$ cat config.mk
export PLATFORM = sky130hd
export DESIGN_NAME = i2c_tgt_addr_rx
export DESIGN_NICKNAME = d
export VERILOG_FILES = /design/src/rtl/i2c_tgt_addr_pkg.sv /design/src/rtl/i2c_first_byte_class.sv /design/src/rtl/i2c_gc_byte_class.sv /design/src/rtl/i2c_addr_seq.sv /design/src/rtl/i2c_tgt_addr_rx.sv
export SDC_FILE = /design/constraint.sdc
export NUM_CORES = 1
export LEC_CHECK = 0
export CAP_MARGIN = 20
export CORE_MARGIN = 10
export CORE_UTILIZATION = 40
export DETAILED_ROUTE_END_ITERATION = 7
export GPL_TIMING_DRIVEN = 0
export PLACE_DENSITY = 0.73
export REMOVE_ABC_BUFFERS = 1
export SKIP_CTS_REPAIR_TIMING = 1
export SYNTH_ARGS = -nofsm -noshare
export SYNTH_HDL_FRONTEND = slang
export SYNTH_HIERARCHICAL = 1
export SYNTH_SLANG_ARGS = --single-unit
$ cat constraint.sdc
create_clock -name clk -period 1.7 [get_ports clk]
set_input_delay 0.34 -clock clk [delete_from_list [all_inputs] [get_ports clk]]
set_output_delay 0.34 -clock clk [all_outputs]
set_load 0.01 [all_outputs]
$ cat src/rtl/i2c_tgt_addr_pkg.sv
package i2c_tgt_addr_pkg;
  localparam int BYTE_W   = 8;
  localparam int A7_W     = 7;
  localparam int A10_W    = 10;
  localparam logic [4:0] TEN_PREFIX = 5'b11110;
  localparam logic [4:0] RSVD_PREFIX = 5'b11111;

  typedef enum logic [2:0] {
    ST_IDLE, ST_FIRST, ST_TEN_LO, ST_GC_2ND, ST_DATA
  } seq_state_t;

  typedef enum logic [2:0] {
    FK_NONE, FK_GC, FK_SEVEN_HIT, FK_TEN_W_HIT, FK_TEN_R_HIT
  } first_kind_t;

  typedef enum logic [2:0] {
    GK_NONE, GK_HW, GK_ILLEGAL, GK_CMD_RST, GK_CMD_LATCH
  } gc_kind_t;

  localparam logic [1:0] CMD_NONE  = 2'd0;
  localparam logic [1:0] CMD_RST   = 2'd1;
  localparam logic [1:0] CMD_LATCH = 2'd2;
endpackage

$ cat src/rtl/i2c_first_byte_class.sv
module i2c_first_byte_class
  import i2c_tgt_addr_pkg::*;
(
  input  logic [BYTE_W-1:0] byte_i,
  input  logic [A10_W-1:0]  own_addr_i,
  input  logic              ten_bit_i,
  output first_kind_t       kind_o
);
  logic [A7_W-1:0] hdr;
  logic            rw;
  logic            is_ten_pfx;
  logic            is_1111;

  assign hdr        = byte_i[BYTE_W-1:1];
  assign rw         = byte_i[0];
  assign is_ten_pfx = (byte_i[7:3] == TEN_PREFIX);
  assign is_1111    = (byte_i[7:4] == 4'b1111);

  always_comb begin
    kind_o = FK_NONE;
    if (byte_i == '0) begin
      kind_o = FK_GC;
    end else if (ten_bit_i) begin
      if (is_ten_pfx && (byte_i[2:1] == own_addr_i[9:8])) begin
        kind_o = rw ? FK_TEN_R_HIT : FK_TEN_W_HIT;
      end
    end else if (!is_1111 && (hdr == own_addr_i[A7_W-1:0])) begin
      kind_o = FK_SEVEN_HIT;
    end
  end
endmodule

$ cat src/rtl/i2c_gc_byte_class.sv
module i2c_gc_byte_class
  import i2c_tgt_addr_pkg::*;
#(
  parameter logic [7:0] CODE_RST   = 8'h06,
  parameter logic [7:0] CODE_LATCH = 8'h04
) (
  input  logic [BYTE_W-1:0] byte_i,
  output gc_kind_t          kind_o
);
  always_comb begin
    if (byte_i[0])                 kind_o = GK_HW;
    else if (byte_i == '0)         kind_o = GK_ILLEGAL;
    else if (byte_i == CODE_RST)   kind_o = GK_CMD_RST;
    else if (byte_i == CODE_LATCH) kind_o = GK_CMD_LATCH;
    else                           kind_o = GK_NONE;
  end
endmodule

$ cat src/rtl/i2c_addr_seq.sv
module i2c_addr_seq
  import i2c_tgt_addr_pkg::*;
(
  input  logic              clk,
  input  logic              rst_n,
  input  logic              start_i,
  input  logic              stop_i,
  input  logic              byte_vld_i,
  input  logic [BYTE_W-1:0] byte_i,
  input  logic [7:0]        own_lo_i,
  input  logic              gc_en_i,
  input  first_kind_t       first_kind_i,
  input  gc_kind_t          gc_kind_i,
  output logic              dec_vld_o,
  output logic              ack_o,
  output logic              addressed_o,
  output logic              read_o,
  output logic              gcall_o,
  output logic              hw_gcall_o,
  output logic [A7_W-1:0]   hw_master_o,
  output logic              gc_illegal_o,
  output logic [1:0]        gc_cmd_o
);
  seq_state_t      st_q, st_n;
  logic            ten_sel_q, ten_sel_n;
  logic            vld_n, ack_n, adr_n, rd_n, gc_n, hw_n, ill_n;
  logic [A7_W-1:0] mst_n;
  logic [1:0]      cmd_n;
  logic            upd_en;

  assign upd_en = start_i | stop_i | byte_vld_i;

  always_comb begin
    st_n = st_q; ten_sel_n = ten_sel_q;
    vld_n = 1'b0; ack_n = 1'b0;
    adr_n = addressed_o; rd_n = read_o; gc_n = gcall_o; hw_n = hw_gcall_o;
    ill_n = gc_illegal_o; mst_n = hw_master_o; cmd_n = gc_cmd_o;
    if (stop_i) begin
      st_n = ST_IDLE; ten_sel_n = 1'b0;
      adr_n = 1'b0; rd_n = 1'b0; gc_n = 1'b0; hw_n = 1'b0;
      ill_n = 1'b0; mst_n = '0; cmd_n = CMD_NONE;
    end else if (start_i) begin
      st_n = ST_FIRST;
      adr_n = 1'b0; rd_n = 1'b0; gc_n = 1'b0; hw_n = 1'b0;
      ill_n = 1'b0; mst_n = '0; cmd_n = CMD_NONE;
    end else if (byte_vld_i) begin
      unique case (st_q)
        ST_FIRST: begin
          vld_n = 1'b1; ten_sel_n = 1'b0; st_n = ST_DATA;
          unique case (first_kind_i)
            FK_GC: if (gc_en_i) begin
              ack_n = 1'b1; gc_n = 1'b1; st_n = ST_GC_2ND;
            end
            FK_SEVEN_HIT: begin
              ack_n = 1'b1; adr_n = 1'b1; rd_n = byte_i[0];
            end
            FK_TEN_W_HIT: begin
              ack_n = 1'b1; st_n = ST_TEN_LO;
            end
            FK_TEN_R_HIT: if (ten_sel_q) begin
              ack_n = 1'b1; adr_n = 1'b1; rd_n = 1'b1; ten_sel_n = 1'b1;
            end
            default: ;
          endcase
        end
        ST_TEN_LO: begin
          vld_n = 1'b1; st_n = ST_DATA;
          if (byte_i == own_lo_i) begin
            ack_n = 1'b1; adr_n = 1'b1; rd_n = 1'b0; ten_sel_n = 1'b1;
          end
        end
        ST_GC_2ND: begin
          vld_n = 1'b1; st_n = ST_DATA;
          unique case (gc_kind_i)
            GK_HW:        begin ack_n = 1'b1; hw_n = 1'b1; mst_n = byte_i[7:1]; end
            GK_ILLEGAL:   ill_n = 1'b1;
            GK_CMD_RST:   begin ack_n = 1'b1; cmd_n = CMD_RST; end
            GK_CMD_LATCH: begin ack_n = 1'b1; cmd_n = CMD_LATCH; end
            default: ;
          endcase
        end
        default: ;
      endcase
    end
  end

  always_ff @(posedge clk or negedge rst_n) begin
    if (!rst_n) begin
      dec_vld_o <= 1'b0;
      ack_o     <= 1'b0;
    end else begin
      dec_vld_o <= vld_n;
      ack_o     <= ack_n;
    end
  end

  always_ff @(posedge clk or negedge rst_n) begin
    if (!rst_n) begin
      st_q <= ST_IDLE; ten_sel_q <= 1'b0;
      addressed_o <= 1'b0; read_o <= 1'b0; gcall_o <= 1'b0; hw_gcall_o <= 1'b0;
      hw_master_o <= '0; gc_illegal_o <= 1'b0; gc_cmd_o <= CMD_NONE;
    end else if (upd_en) begin
      st_q <= st_n; ten_sel_q <= ten_sel_n;
      addressed_o <= adr_n; read_o <= rd_n; gcall_o <= gc_n; hw_gcall_o <= hw_n;
      hw_master_o <= mst_n; gc_illegal_o <= ill_n; gc_cmd_o <= cmd_n;
    end
  end

  AST_RSVD_NACK: assert property (@(posedge clk) disable iff (!rst_n)
    (byte_vld_i && !start_i && !stop_i && st_q == ST_FIRST && byte_i[7:3] == RSVD_PREFIX)
      |=> (!ack_o && !addressed_o));
  AST_STOP_CLEARS: assert property (@(posedge clk) disable iff (!rst_n)
    stop_i |=> (!addressed_o && !gcall_o && !hw_gcall_o && !gc_illegal_o && gc_cmd_o == CMD_NONE));
  AST_ACK_HAS_DEC: assert property (@(posedge clk) disable iff (!rst_n)
    ack_o |-> dec_vld_o);
  AST_HW_NEEDS_GC: assert property (@(posedge clk) disable iff (!rst_n)
    hw_gcall_o |-> gcall_o);
  AST_NO_DEC_IN_DATA: assert property (@(posedge clk) disable iff (!rst_n)
    (byte_vld_i && !start_i && !stop_i && (st_q == ST_DATA || st_q == ST_IDLE))
      |=> (!dec_vld_o && $stable(addressed_o)));
  AST_GC_GATED: assert property (@(posedge clk) disable iff (!rst_n)
    (byte_vld_i && !start_i && !stop_i && st_q == ST_FIRST && !gc_en_i && byte_i == 8'h00)
      |=> !ack_o);
endmodule

$ cat src/rtl/i2c_tgt_addr_rx.sv
module i2c_tgt_addr_rx
  import i2c_tgt_addr_pkg::*;
#(
  parameter logic [7:0] GC_CODE_RST   = 8'h06,
  parameter logic [7:0] GC_CODE_LATCH = 8'h04
) (
  input  logic       clk,
  input  logic       rst_n,
  input  logic       start_i,
  input  logic       stop_i,
  input  logic       byte_vld_i,
  input  logic [7:0] byte_i,
  input  logic [9:0] own_addr_i,
  input  logic       ten_bit_i,
  input  logic       gc_en_i,
  output logic       dec_vld_o,
  output logic       ack_o,
  output logic       addressed_o,
  output logic       read_o,
  output logic       gcall_o,
  output logic       hw_gcall_o,
  output logic [6:0] hw_master_o,
  output logic       gc_illegal_o,
  output logic [1:0] gc_cmd_o
);
  first_kind_t fkind;
  gc_kind_t    gkind;

  i2c_first_byte_class u_first (
    .byte_i(byte_i), .own_addr_i(own_addr_i), .ten_bit_i(ten_bit_i), .kind_o(fkind)
  );

  i2c_gc_byte_class #(.CODE_RST(GC_CODE_RST), .CODE_LATCH(GC_CODE_LATCH)) u_gc (
    .byte_i(byte_i), .kind_o(gkind)
  );

  i2c_addr_seq u_seq (
    .clk(clk), .rst_n(rst_n), .start_i(start_i), .stop_i(stop_i),
    .byte_vld_i(byte_vld_i), .byte_i(byte_i), .own_lo_i(own_addr_i[7:0]),
    .gc_en_i(gc_en_i), .first_kind_i(fkind), .gc_kind_i(gkind),
    .dec_vld_o(dec_vld_o), .ack_o(ack_o), .addressed_o(addressed_o),
    .read_o(read_o), .gcall_o(gcall_o), .hw_gcall_o(hw_gcall_o),
    .hw_master_o(hw_master_o), .gc_illegal_o(gc_illegal_o), .gc_cmd_o(gc_cmd_o)
  );
endmodule

Word level (Yosys, flattened, before mapping)
Index checks and enable logic that the tools add are counted.
{ "totals": {"inputBits": 25, "wordCells": 135, "regBits": 20, "output_inout_bits": 16} }
{ "classes": {"n_eq_ne": 23, "bitwise_logic": 2, "mux": 72, "n_reduce_logical": 27} }
{ "op_table": {"columns": ["operator", "count"], "rows": [
  ["1-bit 2-to-1 mux", 40],
  ["3-bit 2-to-1 mux", 12],
  ["7-bit 2-to-1 mux", 5],
  ["3-bit nonzero test", 8],
  ["3-bit by 2-bit equality test with 1-bit output (second input constant)", 6],
  ["8-bit by 3-bit equality test with 1-bit output (second input constant)", 2],
  ["3-bit one-hot mux with 2 select lines", 2],
  ["4-bit AND reduction", 3],
  ["4-bit nonzero test", 3],
  ["2-bit 2-to-1 mux", 5],
  ["5-bit by 4-bit inequality test with 1-bit output (second input constant)", 2],
  ["1-bit one-hot mux with 2 select lines", 5],
  ["5-bit AND reduction", 2],
  ["3-bit by 1-bit equality test with 1-bit output (second input constant)", 3],
  ["8-bit equality test", 1],
  ["8-bit zero test", 1],
  ["7-bit equality test", 1],
  ["3-bit equality test (second input constant)", 2],
  ["1-bit one-hot mux with 3 select lines", 2],
  ["6-bit AND reduction", 1],
  ["3-bit OR reduction", 2],
  ["5-bit equality test (second input constant)", 1],
  ["4-bit equality test (second input constant)", 1],
  ["4-bit by 3-bit inequality test with 1-bit output (second input constant)", 1],
  ["10 further kinds", 13]
]} }

Logic depth before layout (Yosys ltp)
Gate-level depths: netlist (run 1).
{ "logic_depth": {"ltp_word": 13, "mapped_depth": 8, "ltp_nobuf": 8} }

Hierarchy
Netlist (run 1), hierarchy kept.
{ "by_module_without_submodules": {"columns": ["mod", "seq_area_each_um2", "cells_each", "area_each_um2", "instances"], "rows": [
  ["i2c_addr_seq", 500.5, 105, 1081.0, 1],
  ["i2c_first_byte_class", 0.0, 24, 173.9, 1],
  ["i2c_gc_byte_class", 0.0, 9, 71.3, 1]
]} }

Worst setup path after synthesis (run 1)
Ideal clock, no wire load.
{ "synth_path": {"path_type": "input-to-reg", "start": "in own_addr_i[9]", "end": "reg u_seq.read_o", "setup_ps": 126, "slack_ps": -446, "required_ps": 1574, "n_path_buf": 0, "t_arrival_ps": 2019, "stages": 8, "path_cell_list": "xor2_1 > nor4_2 > nand2b_1 > a21boi_1 > nand2b_1 > a2111oi_4 > a21oi_1 > a311o_1"} }
{ "synth_between": {"elab_chain_cells": 11, "word_cells_on_any_way": 15, "cone_classes": "eq/ne (5); mux (8); reduce/logical (2)"} }
{ "synth_rtl": {"columns": ["item", "line", "text"], "rows": [
  ["from (decl)", "i2c_tgt_addr_rx.sv:13", "input logic [9:0] own_addr_i,"],
  ["2-bit equality test (*)", "i2c_first_byte_class.sv:24", "if (is_ten_pfx && (byte_i[2:1] == own_addr_i[9:8])) begin"],
  ["1-bit logical AND (*)", "i2c_first_byte_class.sv:24", null],
  ["3-bit 2-to-1 mux (*)", "i2c_first_byte_class.sv:24", null],
  ["3-bit 2-to-1 mux (*)", "i2c_first_byte_class.sv:23", "end else if (ten_bit_i) begin"],
  ["3-bit 2-to-1 mux (*)", "i2c_first_byte_class.sv:21", "if (byte_i == '0) begin"],
  ["named net fkind[1]", "i2c_tgt_addr_rx.sv:26", "first_kind_t fkind;"],
  ["3-bit equality test / 3-bit by 2-bit equality test with 1-bit output (equally long branches)", "i2c_addr_seq.sv:50", "unique case (first_kind_i)"],
  ["1-bit one-hot mux with 2 select lines", "i2c_addr_seq.sv:50", null],
  ["1-bit one-hot mux with 2 select lines", "i2c_addr_seq.sv:47", "unique case (st_q)"],
  ["1-bit 2-to-1 mux", "i2c_addr_seq.sv:46", "end else if (byte_vld_i) begin"],
  ["1-bit 2-to-1 mux", "i2c_addr_seq.sv:42", "end else if (start_i) begin"],
  ["1-bit 2-to-1 mux", "i2c_addr_seq.sv:38", "if (stop_i) begin"],
  ["to (signal assigned)", "i2c_addr_seq.sv:104", "addressed_o <= adr_n; read_o <= rd_n; gcall_o <= gc_n; hw_gcall_o <= hw_n;"],
  ["to (decl)", "i2c_addr_seq.sv:17", "output logic read_o,"]
]} }
Mark *: on every way through the listed nets, which the timed path passes. The rest lies on a longest branch. The select of a mux whose other input is x is not followed.
A chain may end at the register's enable or synchronous reset.

Worst setup path after layout (run 1)
{ "layout_path": {"start": "in byte_i[3]", "end": "reg u_seq.read_o"} }
{ "layout_between": {"elab_chain_cells": 11, "word_cells_on_any_way": 21, "cone_classes": "eq/ne (8); mux (9); reduce/logical (4)"} }
{ "layout_rtl": {"columns": ["item", "line", "text"], "rows": [
  ["from (decl)", "i2c_tgt_addr_rx.sv:12", "input logic [7:0] byte_i,"],
  ["7-bit equality test / 5-bit equality test (equally long branches)", "i2c_first_byte_class.sv:27, i2c_first_byte_class.sv:16", null],
  ["1-bit logical AND, on equally long branches", "i2c_first_byte_class.sv:27, i2c_first_byte_class.sv:24", null],
  ["2-bit 2-to-1 mux / 3-bit 2-to-1 mux (equally long branches)", "i2c_first_byte_class.sv:27, i2c_first_byte_class.sv:24", null],
  ["3-bit 2-to-1 mux", "i2c_first_byte_class.sv:23", null],
  ["3-bit 2-to-1 mux (*)", "i2c_first_byte_class.sv:21", null],
  ["named net fkind[1]", "i2c_tgt_addr_rx.sv:26", null],
  ["3-bit equality test / 3-bit by 2-bit equality test with 1-bit output (equally long branches)", "i2c_addr_seq.sv:50", null],
  ["1-bit one-hot mux with 2 select lines", "i2c_addr_seq.sv:50", null],
  ["1-bit one-hot mux with 2 select lines", "i2c_addr_seq.sv:47", null],
  ["1-bit 2-to-1 mux", "i2c_addr_seq.sv:46", null],
  ["1-bit 2-to-1 mux", "i2c_addr_seq.sv:42", null],
  ["1-bit 2-to-1 mux", "i2c_addr_seq.sv:38", null]
]} }
Marked as above.

==> results of run 1 <==
-- metrics by stage --
stage	hold WS [ns]	cells
after CTS	0.519	223
after floorplan	0.0444	136
after global placement	0.487	220
after global routing	0.263	236
final	0.278	236
after detailed placement	0.492	220
-- logic make-up (layout without fill, tap and decap cells) --
kind of cell	after synthesis	count (layout)	synth area share, %
AO/OA/AOI/OAI	35	35	21.2
AND/OR/NAND/NOR	60	60	27.5
multiplexers	1	1	0.849
buffers and inverters	5	59	1.51
flip-flops	20	20	37.7
XOR/XNOR	17	17	11.2
-- layout by cell type, fill, tap and decap left out, types with 3 or more instances in the layout --
cell and count:
buf_12 4, a31oi_1 4, nor4_4 3, clkdlybuf4s50_1 22, clkbuf_2 3, nor3_1 3, inv_1 3, a22o_1 7
a21oi_1 5, nand2_1 7, nand2b_1 5, clkbuf_4 4, dfrtp_1 20, buf_4 13, nor2_1 13, xor2_1 14
dlymetal6s2s_1 7
-- cell usage after synthesis, types with 2 or more instances --
master    instances  area share (%)
dfrtp_1          20              38
xor2_1           17              11
nor2_1           13             3.7
nand2_1           8             2.3
a21oi_1           7             2.6
a22o_1            7             4.6
nand2b_1          5             2.4
nor3_1            5             1.9
a31oi_1           4             1.9
and2_1            3             1.4
inv_1             3            0.85
nor2b_1           3             1.4
nor4_1            3             1.4
nor4_2            3             2.8
a211oi_1          2             1.1
nand3_1           2            0.75
nand4_1           2            0.94
o21ai_0           2            0.75
or3b_1            2             1.3
-- worst max-delay path, stage by stage --
cell       delay, ns
buf_6           0.12
xor2_2          0.18
nor4_2          0.27
o211ai_1        0.17
a21boi_2        0.22
nand2b_1        0.12
a2111oi_4       0.34
nor4bb_2        0.27
a311o_1         0.16
-- layer usage --
layer	track usage, %	vias up	share of wire, %
met4	0.730	0	0.67
met3	3.34	4	4.5
met5	0	-	0
met1	13.7	679	40
met2	21.6	46	55
li1	-	621	-
-- worst min path at each step --
stage,from,end,depth (start not counted)
floorplan,rst_n,u_seq/ack_o,0
global placement,u_seq/hw_master_o[3],u_seq/hw_master_o[3],1
detailed placement,u_seq/hw_master_o[1],u_seq/hw_master_o[1],1
CTS,u_seq/hw_master_o[4],u_seq/hw_master_o[4],1
global route,byte_i[7],u_seq/hw_master_o[6],2
finish,byte_i[6],u_seq/hw_master_o[5],2
-- area by class of cell --
type	instances	share of cell area, %
multi-input cells	113	46.4
repair buffers	53	25.5
flip-flops and latches	20	23.8
well taps	44	2.62
clock buffers	3	1.07
inverters	3	0.536
-- sequential cells by signal (all words and copies together) (netlist names) --
signal	flops
u_seq/st_q	3
u_seq/addressed_o	1
u_seq/ten_sel_q	1
u_seq/dec_vld_o	1
u_seq/gc_cmd_o	2
u_seq/hw_gcall_o	1
u_seq/read_o	1
u_seq/gc_illegal_o	1
u_seq/hw_master_o	7
u_seq/gcall_o	1
u_seq/ack_o	1
-- power by group --
part	leakage [nW]	switching, W	internal (W)
registers	0.278	0.00000460	0.000478
clock network	0.0138	0.000130	0.0000823
logic	0.611	0.000131	0.000109
total	0.903	0.000265	0.000670
==> flow_summary_export.csv, run 1 <==
group,metric,value,unit
status,status,"finished with violations",
status,violations,"setup timing",
worst_setup_path,worstSetupEndpointType,"flip-flop",
timing,tns,-1.64,ns
drt,wl_per_cell,18.2,um
synthesis,synth-main-ff-cell,"dfrtp_1",
worst_setup_path,r2r-start,"u_seq/st_q[2]",
cts,cts_tree,"yes",
timing,final.min_clock_period,1.95,ns
die,die-area,0.00602,mm2
grt,grt_max_degree,21,
die,fp.dieH,77.6,um
synthesis,netlist_area,0.00133,mm2
worst_setup_path,worstPathArrival,2.18,ns
worst_setup_path,rrSetupSlack,0.01,ns
drt,drc_errors,0,
synthesis,syn_inst,138,
worst_setup_path,reg2regPathDepth,4,
timing,fin_ws,-0.253,ns
placed_design,pre_cts_ws,-1.43,ns
grt,overflow,0,
layout,postLayoutCellArea,0.00210,mm2
timing,final-setup-viol-count,11,
synthesis,ys_ff_latch,20,
layout,area_growth,58.3,%
die,design.portCount,41,
placed_design,place_congestion,0.876,
drt,vias,1350,
timing,skew,0.00451,ns
grt,grt.total_usage,11.7,%
run,maxCapViolations,0,
timing,fin_crit_sh,115,%
drt,drt_iter0_drc,63,
worst_setup_path,crit_path_start_kind,"primary input",
drt,ant_nets,0,
drt,vias_per_cell,5.72,
synthesis,async_flop_share,100,%
worst_setup_path,crit_type,"primary input to flip-flop",
placed_design,placed_cell_area,0.00177,mm2
layout,fillers,259,
cts,cts.sinks,20,
cts,h-tree-depth,1,
grt,antenna_found_initial,0,
cts,clk_path_buf_depth,2,
cts,clkLatencyLatePin,0.29,ns
die,rows,20,
timing,timing.fmax,512,MHz
cts,cts_buffers,3,
cts,ctsRootBufferMaster,"clkbuf_4",
layout,nNetsFinal,219,
layout,multi_input_area,975,um2
synthesis,synth.distinct_cells,46,
die,die_w,77.6,um
die,initial_core_util,42.7,%
layout,layout-drive-gt1-share,29.2,%
worst_setup_path,regToRegEndpoint,"u_seq/read_o",
die,coreArea,0.00310,mm2
timing,slew_headroom,41.3,%
synthesis,synth.yosys.warnings,6,
pwr,p_per_area,445,mW/mm2
grt,grt_pass1_vias,1237,
cts,clk_pin_slew_worst_paths,0.10,ns
timing,tightest_slew,0.878,ns
timing,hold_viol,0,
pwr,ir_drop,0.000483,V
layout,diodes,0,
synthesis,syn_area_per_cell,9.61,um2
layout,regArea,500,um2
worst_setup_path,cp-endpoint,"u_seq/read_o",
placed_design,post-dp-hpwl,2.94,mm
placed_design,io_buffers,40,
worst_setup_path,critical_path_required,1.93,ns
drt,dr.pass1.iters,5,
timing,drv_slew,0,
drt,routed_wl,4.30,mm
worst_setup_path,critPathLaunch,"byte_i[3]",
synthesis,synth_edf_count,0,
timing,rsz0062_at_grt,"true",
pwr,total_power,0.000935,W
layout,post-route-util,67.7,%
worst_hold_path,hold_path.class,"primary input to flip-flop",
pwr,leakage,0.903,nW
grt,grt_pass1_wl,6.01,mm
worst_setup_path,cp_max_fo,7,
synthesis,yosysSeqAreaShare,37.7,%
Note: power is estimated with default switching activity, not from simulation.
==> run 2: changes to the inputs <==
--- a/config.mk
+++ b/config.mk
@@ -5,8 +5,8 @@
 export SDC_FILE = /design/constraint.sdc
 export NUM_CORES = 1
 export LEC_CHECK = 0
+export ABC_AREA = 0
 export CAP_MARGIN = 20
-export CORE_MARGIN = 10
 export CORE_UTILIZATION = 40
 export DETAILED_ROUTE_END_ITERATION = 7
 export GPL_TIMING_DRIVEN = 0
==> flow_summary_export.csv, run 2 (same netlist as run 1, synthesis figures left out) <==
group,metric,value,unit
worst_setup_path,crit_path_start_kind,"primary input",
timing,hold_viol,0,
run,maxCapViolations,0,
drt,drc_errors,0,
layout,mostFrequentLayoutCell,"clkdlybuf4s50_1",
timing,fin_crit_sh,112,%
drt,routed_wl,3.60,mm
die,die-area,0.00355,mm2
timing,final.min_clock_period,1.91,ns
timing,slew_headroom,41.3,%
grt,overflow,0,
drt,vias_per_cell,5.40,
die,coreArea,0.00310,mm2
worst_setup_path,cpPeakStageDelay,0.34,ns
worst_setup_path,crit_path_top_delay_cell,"a2111oi_4",
cts,cts_buffers,3,
worst_setup_path,cp_cell_sequence,"clkbuf_2, xor2_1, nor4_2, o211ai_1, a21boi_2, nand2b_1, a2111oi_4, nor4bb_2, a311o_1",
grt,grt_max_degree,21,
timing,final-setup-viol-count,11,
pwr,leakage,0.901,nW
cts,clk_path_buf_depth,2,
die,rows,20,
worst_setup_path,crit_type,"primary input to flip-flop",
layout,nNetsFinal,218,
grt,antenna_found_initial,0,
timing,timing.fmax,524,MHz
placed_design,place_congestion,0.833,
worst_setup_path,crit_buf_inv,1,
drt,wl_per_cell,15.3,um
layout,mostFrequentLayoutCells,"clkdlybuf4s50_1 (22), dfrtp_1 (20), xor2_1 (14), nor2_1 (13), buf_4 (12)",
placed_design,io_buffers,40,
worst_setup_path,critical_path_required,1.94,ns
die,die_w,59.6,um
cts,clkLatencyLatePin,0.29,ns
layout,area_growth,56.3,%
pwr,ir_drop,0.000367,V
cts,cts_tree,"yes",
layout,top_register,"u_seq/hw_master_o",
worst_setup_path,crit_family,"compound AO/OA/AOI/OAI gates",
worst_setup_path,rrSetupSlack,0.02,ns
worst_setup_path,worstSetupEndpointType,"flip-flop",
timing,skew,0.00450,ns
layout,fillers,251,
layout,layout-drive-gt1-share,26.2,%
timing,holdWs,0.282,ns
grt,grt.total_usage,19.9,%
layout,reg_top3,"u_seq/hw_master_o (7), u_seq/st_q (3), u_seq/gc_cmd_o (2)",
drt,dr.pass1.iters,4,
status,status,"finished with violations",
timing,fin_ws,-0.207,ns
worst_setup_path,worstPathArrival,2.14,ns
layout,regArea,500,um2
pwr,total_power,0.000937,W
drt,ant_nets,0,
layout,multi_input_area,945,um2
cts,cts.sinks,20,
die,fp.dieH,59.6,um
timing,rsz0062_at_grt,"true",
status,violations,"setup timing",
cts,h-tree-depth,1,
grt,grt_pass1_wl,5.39,mm
placed_design,post-dp-hpwl,2.53,mm
drt,vias,1270,
layout,post-route-util,66.8,%
die,initial_core_util,42.7,%
cts,clk_pin_slew_worst_paths,0.11,ns
timing,drv_slew,0,
drt,drt_iter0_drc,49,
layout,diodes,0,
worst_hold_path,hold_path.class,"primary input to flip-flop",
layout,largest_reg_flops,7,
cts,ctsRootBufferMaster,"clkbuf_4",
die,design.portCount,41,
timing,tightest_slew,0.878,ns
worst_setup_path,cp_max_fo,8,
grt,grt_pass1_vias,1189,
pwr,p_per_area,452,mW/mm2
[run 2: stage by stage]
step	setup TNS, ns	area [um2]	worst slack (ns)	std cells
floorplan	-4.28	1320	-0.446	136
global placement	-19.96	1770	-1.36	220
detailed placement	-20.59	1770	-1.38	220
CTS	-14.69	1800	-1.07	223
global route	-2.85	2070	-0.320	235
finish	-1.40	2070	-0.207	235
[run 2: area by class of cell]
type / count / area share (%)
multi-input combinational: 113 / 45.6
timing repair buffer: 52 / 26.0
tap: 44 / 2.66
clock buffer: 3 / 1.09
inverter: 3 / 0.543
sequential: 20 / 24.1
[run 2: routing by layer]
| layer | vias up | GRT usage, % | part of all wire, % |
|---|---|---|---|
| li1 | 619 | - | - |
| met1 | 613 | 24.9 | 44 |
| met2 | 34 | 34.2 | 51 |
| met3 | 4 | 4.80 | 3.9 |
| met4 | 0 | 5.32 | 0.92 |
| met5 | - | 0 | 0 |
[run 2: final timing paths]
check / startpoint / end / cells after the start
min in group asynchronous: rst_n / u_seq/gc_illegal_o / 1
max in group asynchronous: rst_n / u_seq/gc_cmd_o[0] / 1
hold reg to reg: u_seq/addressed_o / u_seq/addressed_o / 2
setup reg to reg: u_seq/st_q[2] / u_seq/read_o / 4
setup / recovery: byte_i[2] / u_seq/read_o / 9
hold / removal: byte_i[7] / u_seq/hw_master_o[6] / 2
[run 2: where the power goes]
| group | internal, W | switching [W] | total, W | leakage (nW) |
|---|---|---|---|---|
| combinational | 0.000113 | 0.000126 | 0.000238 | 0.609 |
| sequential | 0.000478 | 0.00000411 | 0.000482 | 0.278 |
| clock | 0.0000824 | 0.000134 | 0.000216 | 0.0138 |
| total | 0.000673 | 0.000263 | 0.000937 | 0.901 |
==> run 3: changes to the inputs <==
--- a/config.mk
+++ b/config.mk
@@ -10,7 +10,7 @@
 export CORE_UTILIZATION = 40
 export DETAILED_ROUTE_END_ITERATION = 7
 export GPL_TIMING_DRIVEN = 0
-export PLACE_DENSITY = 0.73
+export PLACE_DENSITY = 0.7
 export REMOVE_ABC_BUFFERS = 1
 export SKIP_CTS_REPAIR_TIMING = 1
 export SYNTH_ARGS = -nofsm -noshare
==> flow_summary_export.csv, run 3 (same netlist as run 1, synthesis figures left out) <==
group,metric,value,unit
worst_setup_path,crit_family,"simple AND/OR/NAND/NOR gates",
drt,drc_errors,0,
cts,clkLatencyLatePin,0.30,ns
placed_design,io_buffers,40,
timing,skew,0.00939,ns
worst_setup_path,cp_max_fo,8,
worst_setup_path,crit_path_top_delay_cell,"or3b_1",
die,initial_core_util,42.7,%
timing,drv_slew,0,
placed_design,place_congestion,0.823,
status,violations,"setup timing",
cts,cts_tree,"yes",
cts,cts.sinks,20,
cts,h-tree-depth,1,
die,rows,20,
timing,slew_headroom,39.8,%
pwr,leakage,0.912,nW
drt,routed_wl,3.79,mm
drt,vias_per_cell,5.57,
layout,diodes,0,
grt,grt_pass1_wl,5.62,mm
die,coreArea,0.00310,mm2
worst_setup_path,crit_path_start_kind,"primary input",
worst_setup_path,worstPathArrival,2.15,ns
status,status,"finished with violations",
grt,grt_pass1_vias,1227,
timing,final-setup-viol-count,12,
pwr,p_per_area,480,mW/mm2
worst_setup_path,cp_cell_sequence,"buf_8, nand4_1, nor4_4, nand2b_1, nand2_1, nor2b_1, and3b_1, or3b_1, a21oi_1",
drt,vias,1314,
worst_setup_path,cpPeakStageDelay,0.36,ns
drt,ant_nets,0,
layout,reg_top3,"u_seq/hw_master_o (7), u_seq/st_q (3), u_seq/gc_cmd_o (2)",
worst_setup_path,crit_buf_inv,1,
timing,final.min_clock_period,1.92,ns
die,design.portCount,41,
timing,tightest_slew,0.900,ns
layout,top_register,"u_seq/hw_master_o",
die,die_w,59.6,um
worst_hold_path,hold_path.class,"primary input to flip-flop",
layout,instances_no_fill,236,
worst_setup_path,crit_type,"primary input to flip-flop",
die,die-area,0.00355,mm2
run,maxCapViolations,0,
die,fp.dieH,59.6,um
grt,antenna_found_initial,0,
layout,layout-drive-gt1-share,25.5,%
drt,drt_iter0_drc,67,
layout,mostFrequentLayoutCells,"clkdlybuf4s50_1 (22), dfrtp_1 (20), xor2_1 (15), nor2_1 (12), buf_4 (12)",
grt,grt_max_degree,21,
timing,timing.fmax,521,MHz
cts,ctsRootBufferMaster,"clkbuf_4",
placed_design,dp_cells,220,
layout,largest_reg_flops,7,
timing,fin_crit_sh,113,%
drt,wl_per_cell,16.0,um
timing,rsz0062_at_grt,"true",
placed_design,post-dp-hpwl,2.56,mm
worst_setup_path,worstSetupEndpointType,"flip-flop",
cts,clk_path_buf_depth,2,
grt,overflow,0,
layout,area_growth,54.6,%
drt,dr.pass1.iters,4,
cts,cts_buffers,3,
layout,mostFrequentLayoutCell,"clkdlybuf4s50_1",
timing,fin_ws,-0.219,ns
grt,grt.total_usage,21.1,%
pwr,ir_drop,0.000593,V
timing,holdWs,0.293,ns
timing,tns,-1.15,ns
worst_setup_path,critical_path_required,1.93,ns
layout,nNetsFinal,218,
timing,hold_viol,0,
cts,clk_pin_slew_worst_paths,0.12,ns
-- run 3: cell types whose count changed in the layout (fill, tap and decap cells not counted), sizes merged --
cell and delta:
clkbuf +2, buf -1
-- run 3: through the flow --
step	worst slack, ns	total power, W	area [um2]	utilization, %
after detailed placement	-1.40	0.000675	1770	57.1
after CTS	-1.05	0.000961	1810	58.3
final	-0.219	0.000985	2050	66.1
after global routing	-0.324	0.00103	2050	66.1
after floorplan	-0.446	0.000563	1320	-
after global placement	-1.33	0.000672	1770	57.1
-- run 3: where the power goes --
part	internal, W	switching (W)
logic	0.000103	0.000121
registers	0.000478	0.00000426
clock network	0.000131	0.000148
-- run 3: worst reg2reg max path, delay by kind of cell (launching register included) --
kind,cells,cell delay [ns]
flops,1,0.47
compound gates,2,0.37
simple gates,2,0.72
-- run 3: layout make-up --
type / instances / area, um2
Timing Repair Buffer: 52 / 520
Sequential cell: 20 / 500
Fill cell: 253 / 1050
Inverter: 3 / 11.3
Multi-Input combinational cell: 113 / 927
Tap cell: 44 / 55.1
Clock buffer: 4 / 36.3
-- run 3: path summary, 6_finish.rpt --
check | slack [ns] | cells after the start | end | start
setup / recovery | -0.22 | 9 | u_seq/st_q[0] | byte_i[6]
setup reg to reg | 0.05 | 4 | u_seq/read_o | u_seq/st_q[2]
max in group asynchronous | 0.61 | 1 | u_seq/st_q[2] | rst_n
min in group asynchronous | 0.53 | 1 | u_seq/hw_master_o[4] | rst_n
hold / removal | 0.29 | 2 | u_seq/hw_master_o[1] | byte_i[2]
hold reg to reg | 0.52 | 2 | u_seq/gc_illegal_o | u_seq/gc_illegal_o
-- run 3: per-layer routing --
metal  part of all wire, %  track usage (%)
met5                     0                0
met4                   1.3             4.32
met3                   5.2             3.93
met2                    52             37.7
met1                    42             26.3
